--- src/rtl/cs_mult_pkg.sv ---
package cs_mult_pkg;

  typedef enum logic [1:0] {
    PH_IDLE  = 2'd0,
    PH_STEP  = 2'd1,
    PH_MERGE = 2'd2
  } mult_phase_t;

endpackage

--- src/rtl/cs_mult_csa_row.sv ---
module cs_mult_csa_row #(
  parameter int WIDTH = 8
) (
  input  logic [WIDTH-1:0] sum_in,
  input  logic [WIDTH-1:0] carry_in,
  input  logic [WIDTH-1:0] addend,
  output logic [WIDTH-1:0] sum_out,
  output logic [WIDTH-1:0] carry_out
);

  // one independent full adder per bit position, no chain between them
  for (genvar i = 0; i < WIDTH; i++) begin : g_fa
    assign sum_out[i]   = sum_in[i] ^ carry_in[i] ^ addend[i];
    assign carry_out[i] = (sum_in[i] & carry_in[i]) |
                          (sum_in[i] & addend[i])   |
                          (carry_in[i] & addend[i]);
  end

endmodule

--- src/rtl/cs_mult_cpa.sv ---
module cs_mult_cpa #(
  parameter int WIDTH = 8
) (
  input  logic [WIDTH-1:0] op_x,
  input  logic [WIDTH-1:0] op_y,
  output logic [WIDTH-1:0] total
);

  logic [WIDTH-1:0] cy;

  assign cy[0] = 1'b0;

  for (genvar i = 0; i < WIDTH; i++) begin : g_bit
    assign total[i] = op_x[i] ^ op_y[i] ^ cy[i];
    if (i < WIDTH - 1) begin : g_next
      assign cy[i+1] = (op_x[i] & op_y[i]) | (cy[i] & (op_x[i] ^ op_y[i]));
    end
  end

  // the ripple chain agrees with a plain modular sum
  always_comb begin
    p_cpa_match_r5: assert (total == WIDTH'(op_x + op_y))
      else $error("ripple adder mismatch");
  end

endmodule

--- src/rtl/cs_mult_ctrl.sv ---
module cs_mult_ctrl
  import cs_mult_pkg::*;
#(
  parameter int WIDTH = 8
) (
  input  logic clk,
  input  logic rst_n,
  input  logic start,
  output logic load,
  output logic step,
  output logic merge,
  output logic busy,
  output logic done
);

  localparam int CW = (WIDTH > 2) ? $clog2(WIDTH) : 1;
  localparam logic [CW-1:0] LAST = CW'(WIDTH - 1);

  mult_phase_t phase_q;
  logic [CW-1:0] cnt_q;
  logic done_q;

  assign load  = (phase_q == PH_IDLE) && start;
  assign step  = (phase_q == PH_STEP);
  assign merge = (phase_q == PH_MERGE);
  assign busy  = (phase_q != PH_IDLE);
  assign done  = done_q;

  always_ff @(posedge clk or negedge rst_n) begin
    if (!rst_n) begin
      phase_q <= PH_IDLE;
      cnt_q   <= '0;
      done_q  <= 1'b0;
    end else begin
      done_q <= merge;
      case (phase_q)
        PH_IDLE: begin
          if (start) begin
            phase_q <= PH_STEP;
            cnt_q   <= '0;
          end
        end
        PH_STEP: begin
          if (cnt_q == LAST) begin
            phase_q <= PH_MERGE;
            cnt_q   <= '0;
          end else begin
            cnt_q <= cnt_q + 1'b1;
          end
        end
        PH_MERGE: phase_q <= PH_IDLE;
        default:  phase_q <= PH_IDLE;
      endcase
    end
  end

  // completion is a single-cycle pulse
  p_done_pulse_r4: assert property (@(posedge clk) disable iff (!rst_n)
    done |=> !done);

  // completion is always preceded by a busy cycle
  p_done_after_busy_r4: assert property (@(posedge clk) disable iff (!rst_n)
    $rose(done) |-> $past(busy));

  // busy and done never overlap
  p_busy_done_excl_r6: assert property (@(posedge clk) disable iff (!rst_n)
    !(busy && done));

  // an idle request makes the block busy
  p_accept_r2: assert property (@(posedge clk) disable iff (!rst_n)
    (start && !busy) |=> busy);

  // a request during stepping does not restart the count
  p_no_restart_r3: assert property (@(posedge clk) disable iff (!rst_n)
    (step && start && cnt_q != LAST) |=> (step && cnt_q == $past(cnt_q) + 1'b1));

endmodule

--- src/rtl/cs_seq_mult.sv ---
module cs_seq_mult #(
  parameter int WIDTH = 8
) (
  input  logic               clk,
  input  logic               rst_n,
  input  logic               start,
  input  logic [WIDTH-1:0]   mcand,
  input  logic [WIDTH-1:0]   mplier,
  output logic               busy,
  output logic               done,
  output logic [2*WIDTH-1:0] product
);

  localparam int PW = 2 * WIDTH;

  logic load, step, merge;
  logic [WIDTH-1:0] mcand_q;
  logic [WIDTH-1:0] lo_q;
  logic [WIDTH-1:0] sum_q;
  logic [WIDTH-1:0] carry_q;
  logic [PW-1:0]    prod_q;
  logic [WIDTH-1:0] addend;
  logic [WIDTH-1:0] row_sum;
  logic [WIDTH-1:0] row_carry;
  logic [WIDTH-1:0] hi_word;

  cs_mult_ctrl #(.WIDTH(WIDTH)) u_ctrl (
    .clk   (clk),
    .rst_n (rst_n),
    .start (start),
    .load  (load),
    .step  (step),
    .merge (merge),
    .busy  (busy),
    .done  (done)
  );

  assign addend = mcand_q & {WIDTH{lo_q[0]}};

  cs_mult_csa_row #(.WIDTH(WIDTH)) u_row (
    .sum_in    (sum_q),
    .carry_in  (carry_q),
    .addend    (addend),
    .sum_out   (row_sum),
    .carry_out (row_carry)
  );

  cs_mult_cpa #(.WIDTH(WIDTH)) u_cpa (
    .op_x  (sum_q),
    .op_y  (carry_q),
    .total (hi_word)
  );

  always_ff @(posedge clk or negedge rst_n) begin
    if (!rst_n) begin
      mcand_q <= '0;
      lo_q    <= '0;
      sum_q   <= '0;
      carry_q <= '0;
      prod_q  <= '0;
    end else if (load) begin
      mcand_q <= mcand;
      lo_q    <= mplier;
      sum_q   <= '0;
      carry_q <= '0;
    end else if (step) begin
      // lowest sum bit retires into the low word; the rest slide down a place
      lo_q    <= {row_sum[0], lo_q[WIDTH-1:1]};
      sum_q   <= {1'b0, row_sum[WIDTH-1:1]};
      carry_q <= row_carry;
    end else if (merge) begin
      prod_q <= {hi_word, lo_q};
    end
  end

  assign product = prod_q;

  // the result holds while idle with no request
  p_hold_r5: assert property (@(posedge clk) disable iff (!rst_n)
    (!busy && !start) |=> $stable(product));

  // captured multiplicand cannot change during an operation
  p_operand_locked_r3: assert property (@(posedge clk) disable iff (!rst_n)
    (busy && $past(busy)) |-> $stable(mcand_q));

  // the product only changes in the cycle completion is flagged
  p_change_with_done_r5: assert property (@(posedge clk) disable iff (!rst_n)
    !$stable(product) |-> done);

endmodule

--- config.mk ---
export PLATFORM = sky130hd
export DESIGN_NAME = cs_seq_mult
export DESIGN_NICKNAME = d
export VERILOG_FILES = /design/src/rtl/cs_mult_pkg.sv /design/src/rtl/cs_mult_csa_row.sv /design/src/rtl/cs_mult_cpa.sv /design/src/rtl/cs_mult_ctrl.sv /design/src/rtl/cs_seq_mult.sv
export SDC_FILE = /design/constraint.sdc
export NUM_CORES = 1
export LEC_CHECK = 0
export BUFFER_PORTS_ARGS = -buffer_cell sky130_fd_sc_hd__buf_2
export CAP_MARGIN = 20
export CORE_MARGIN = 5
export CORE_UTILIZATION = 45
export CTS_BUF_LIST = sky130_fd_sc_hd__clkbuf_8
export CTS_CLUSTER_SIZE = 12
export DETAILED_ROUTE_END_ITERATION = 10
export PLACE_DENSITY = 0.73
export SETUP_SLACK_MARGIN = 0.05
export SLEW_MARGIN = 20
export SYNTH_ARGS = -nofsm -noshare
export SYNTH_HDL_FRONTEND = slang
export SYNTH_SLANG_ARGS = --single-unit
--- constraint.sdc ---
create_clock -name clk -period 6.3 [get_ports clk]
set_clock_uncertainty 0.1 [all_clocks]
set_input_delay 1.575 -clock clk [delete_from_list [all_inputs] [get_ports clk]]
set_output_delay 1.575 -clock clk [all_outputs]
set_load 0.05 [all_outputs]
## Word-level counts from Yosys, hierarchy flattened

Index checks and enable logic that the tools add are counted.

- Bits in registers: 54
- Input bits: 19
- Logic and storage cells: 112

- Add/subtract/negate cells: 1
- Eq/ne operators: 5
- Mux-type cells: 12
- Bitwise operators: 78
- Reductions and logical operators: 8

Operators with widths:

| cell | number |
|---|---|
| two-way mux 8 bit | 6 |
| bitwise AND 1 bit | 30 |
| bitwise XOR 1 bit | 23 |
| OR 1 bit | 22 |
| bitwise AND 8 bit | 1 |
| two-way mux 3 bit | 2 |
| one-hot mux 3 bit (2 select lines) | 1 |
| nonzero test 2 bit | 3 |
| two-way mux 2 bit | 2 |
| one-hot mux 2 bit (2 select lines) | 1 |
| AND reduction 2 bit | 2 |
| adder 3 x 1 -> 3 bit (second input constant) | 1 |
| == test 3 bit (second input constant) | 1 |
| AND reduction 3 bit | 1 |
| == test 2 x 1 -> 1 bit (second input constant) | 1 |
| == test 2 bit (second input constant) | 1 |
| logical NOT 2 bit | 1 |
| != test 2 x 1 -> 1 bit (second input constant) | 1 |
| != test 2 bit (second input constant) | 1 |
| NOT 1 bit | 2 |
| logical AND 1 bit | 1 |

## Logic depth before layout (Yosys ltp)

- Depth after elaboration: 14
- Mapped depth: 9

## Modules after synthesis

Synthesis repeated with hierarchy kept, for this count alone.

- Cell total of the unflattened synthesis: 186
- Area, all modules: 2573.7 um^2

By module, submodules not included:

| module | times used | cells each | area an instance (um^2) | seq. area each (um^2) |
|---|---|---|---|---|
| cs_seq_mult | 1 | 143 | 1965.6 | 1176.1 |
| cs_mult_ctrl | 1 | 22 | 272.8 | 150.1 |
| cs_mult_cpa | 1 | 13 | 175.2 | 0.0 |
| cs_mult_csa_row | 1 | 8 | 160.2 | 0.0 |

## Worst setup path before layout

Ideal clock, no wire load.

- Path kind: reg-to-reg
- Start point: register sum_q[0]
- End point: register prod_q[14], in the netlist product[14]
- Setup time: 0.128 ns
- Arrival: 3.193 ns
- Data required time: 6.072 ns
- Path slack: 2.879 ns
- Stages on the path, launching flop included: 9
- Path buffers: 0
- Clock period less this slack: 3.421 ns
- Path through: dfrtp_1 ha_1 fa_1 fa_1 fa_1 fa_1 fa_1 fa_1 mux2_1

- Cells in the longest elaborated chain, start to end: 12

RTL lines:

| what | RTL line | source |
|---|---|---|
| start, declared | cs_seq_mult.sv:19 | `logic [WIDTH-1:0] sum_q;` |
| start signal, assigned | cs_seq_mult.sv:69 | `sum_q <= {1'b0, row_sum[WIDTH-1:1]};` |
| bitwise AND 1 bit (2 in a row) | cs_mult_cpa.sv:16 | `assign cy[i+1] = (op_x[i] & op_y[i]) \| (cy[i] & (op_x[i] ^ op_y[i]));` |
| OR 1 bit | cs_mult_cpa.sv:16 |  |
| bitwise AND 1 bit | cs_mult_cpa.sv:16 |  |
| OR 1 bit | cs_mult_cpa.sv:16 |  |
| bitwise AND 1 bit | cs_mult_cpa.sv:16 |  |
| OR 1 bit | cs_mult_cpa.sv:16 |  |
| bitwise AND 1 bit | cs_mult_cpa.sv:16 |  |
| OR 1 bit | cs_mult_cpa.sv:16 |  |
| bitwise AND 1 bit | cs_mult_cpa.sv:16 |  |
| OR 1 bit | cs_mult_cpa.sv:16 |  |
| bitwise XOR 1 bit | cs_mult_cpa.sv:14 | `assign total[i] = op_x[i] ^ op_y[i] ^ cy[i];` |
| via hi_word[6] | cs_seq_mult.sv:25 | `logic [WIDTH-1:0] hi_word;` |
| end signal, assigned | cs_seq_mult.sv:72 | `prod_q <= {hi_word, lo_q};` |
| end, declared | cs_seq_mult.sv:21 | `logic [PW-1:0] prod_q;` |

The timed path passes the listed nets, and every way through them passes these cells.
A chain may end at the register's enable or synchronous reset.

## Final worst setup path

Ends and elaborated chain as after synthesis.

==> metrics <==
largest net degree at the start of global routing 54; CP endpoint kind register; #FFs+latches synth 53; vias roughly 1600; DRC Markers 0; Vias/cell 5.19; Net Count, Synth 229; flop-to-flop setup slack 2.77 ns; Setup Fix Bufs, Post-CTS 0; Starting Density 47.1%; crit share post-route 56.1%; worst vdd ir between 0.15 and 0.2 mV; DRT iter0 DRCs 67; Post-CTS Hold Fix Bufs 0; outcome finished clean; vias in the first global route 1766; Max FO, Critical Path 3; Tot GR Track Use 14.8%; I/O pins 37; FF-to-FF Start sum_q[0]; final hold vios 0; Clock Power Share approximately 16%; RSZ-0062 raised after global routing no; Layout fillers 478; DR pass1 iterations 4; post-synth cell types 26; clk buf depth 2; Setup CP Type reg2reg; DR WL/cell 15.5 um; critical path data arrival time ~3.6 ns; Post-Syn Area between 2000 and 2500 um^2; DP HPWL 3230 um; nets 265; sequential share of the synthesized area 54.4%; Final Wtd Congestion 0.809; post-CTS sizing 0; initial antenna violation count 0; Net Switching 0.000610 W; first-pass GRT wire length 8350 um; register area 1330 um^2; PwrDens 518 nW/um^2; Worst Max-Slew Pin Slew 0.815 ns; Cells after Synth 193; Core Rows 26; area of the multi-input gates roughly 1000 um^2; clk_lat worst skew 0.31 ns; TritonCTS clock tree yes; Root Driver clkbuf_8; Post-Route WL roughly 4600 um; Worst Path Required 6.39 ns; crit path from sum_q[0]; Period minus WS final roughly 3.5 ns; Placed Instances 292; share of cells above drive strength 1 28.4%; Gate power share about two fifths; clock-pin transition on the worst setup and hold timing paths 0.09 ns; Area Growth Syn to Fin 14.1%; Reg-to-Reg End product[14]; Peak Freq 0.283 GHz; crit start category register; grt ovf 0; die area 6980 um^2; sequential share of power between 40 and 50%; Final Slew Violations 0; Sw Ratio 42.4%; Reg2Reg Depth 8; Avg Cell Area, Syn 12.6 um^2; P_leak between 1 and 1.5 nW; # clock sinks 53; die width 83.6 um; Finished Layout Cells 299; Internal Power 0.000829 W; IO Port Bufs 36; max-cap violation count 0; Inserted Diodes 0; final setup vio count 0; TNS Setup 0 ns; slew margin rel. 45.7%; final core occ 53.7%; die height 83.6 um; Final ANT Viol Nets 0; worst-case hold path end point product[11]; min-delay src product[11]; hold path depth 1; CTS buffer count 5; H-tree levels 2; CORE AREA 5170 um^2; worst hold path class reg2reg; Synth Warn # 0
==> worst max path at each step <==
| stage | to | slack [ns] | cells past startpoint |
|---|---|---|---|
| 3_3_place_gp | product[14] | 2.83 | 8 |
| 5_1_grt | product[14] | 2.66 | 8 |
| 2_1_floorplan | product[14] | 2.88 | 8 |
| 4_1_cts | product[14] | 2.75 | 8 |
| 3_5_place_dp | product[14] | 2.78 | 8 |
| 6_report | product[14] | 2.77 | 8 |
==> power by group through the flow <==
stage	combinational (W)	sequential, W	clock [W]
5_1_grt	0.000686	0.000639	0.000245
3_3_place_gp	0.000590	0.000611	0
3_5_place_dp	0.000610	0.000620	0
4_1_cts	0.000614	0.000613	0.000230
6_report	0.000603	0.000611	0.000226
2_1_floorplan	0.000337	0.000723	0
==> layout by cell type (no fill, tap or decap), drive strengths merged <==
master,instances
mux2i,1
or2,2
nor2,9
and2,4
and2b,1
clkbuf,5
nand2b,2
mux2,23
o32ai,8
o21bai,1
nand2,19
bufinv,1
o21ai,12
xnor2,1
ha,4
a22o,5
a21oi,2
clkinv,1
dfrtp,53
fa,13
buf,38
inv,15
o22ai,7
nor2b,1
o31ai,1
==> cell usage after synthesis, drive strengths merged <==
cell / count / area [um^2]
a21oi: 2 / 10.0
a22o: 5 / 43.8
and2: 4 / 25.0
and2b: 1 / 7.51
buf: 5 / 27.5
clkbuf: 4 / 15.0
dfrtp: 53 / 1330
fa: 13 / 260
ha: 4 / 50.1
inv: 15 / 56.3
mux2: 23 / 259
mux2i: 1 / 10.0
nand2: 19 / 71.3
nand2b: 2 / 12.5
nor2: 9 / 41.3
nor2b: 1 / 6.26
o21ai: 12 / 60.1
o21bai: 1 / 11.3
o22ai: 7 / 43.8
o31ai: 1 / 7.51
o32ai: 8 / 70.1
or2: 2 / 12.5
xnor2: 1 / 8.76
==> state kept, by name, indices dropped and copies added (netlist names) <==
name and flops:
mcand_q 8, u_ctrl.phase_q 2, u_ctrl.done 1, sum_q 7, carry_q 8, u_ctrl.cnt_q 3, lo_q 8, product 16
==> per-stage QoR <==
stage	hold slack [ns]	instance area, um^2	setup slack (ns)	total power [W]
2_1_floorplan	0.362	2440	2.88	0.00106
3_3_place_gp	0.362	2680	2.83	0.00120
3_5_place_dp	0.369	2680	2.78	0.00123
4_1_cts	0.391	2780	2.75	0.00146
5_1_grt	0.414	2780	2.66	0.00157
6_report	0.383	2780	2.77	0.00144
==> metal layers <==
metal | share of wire (%) | up-vias | routed length [um] | GRT usage (%)
met5 | 0 | - | 0 | 0
met4 | 1.6 | 0 | 74 | 4.82
met3 | 4.0 | 7 | 183 | 3.36
met2 | 50 | 27 | 2330 | 25.6
met1 | 44 | 794 | 2030 | 18.3
li1 | - | 723 | - | -
==> cell families (layout without fill, tap and decap cells) <==
family	Yosys count	in the layout	synth area share, %
flops	53	53	54.4
mux	24	24	11.0
compound gates	36	36	10.1
xor+xnor	1	1	0.360
buf+inv	24	60	4.06
simple gates	38	38	7.24
fa+ha+maj	17	17	12.7
==> worst max-delay path, stage by stage (launching register included) <==
cell,delay [ns]
dfrtp_1,0.43
ha_1,0.22
fa_1,0.38
fa_1,0.39
fa_1,0.39
fa_1,0.38
fa_1,0.39
fa_1,0.44
mux2_1,0.30
==> area by class of cell <==
cell class                 count  area share [%]
inverter                      15            2.03
clock buffer                   5            2.48
multi-input combinational    116            36.4
tap                           70            3.15
clock inverter                 2            1.26
timing repair buffer          38            7.02
sequential                    53            47.7
Note: power is estimated with default switching activity, not from simulation.
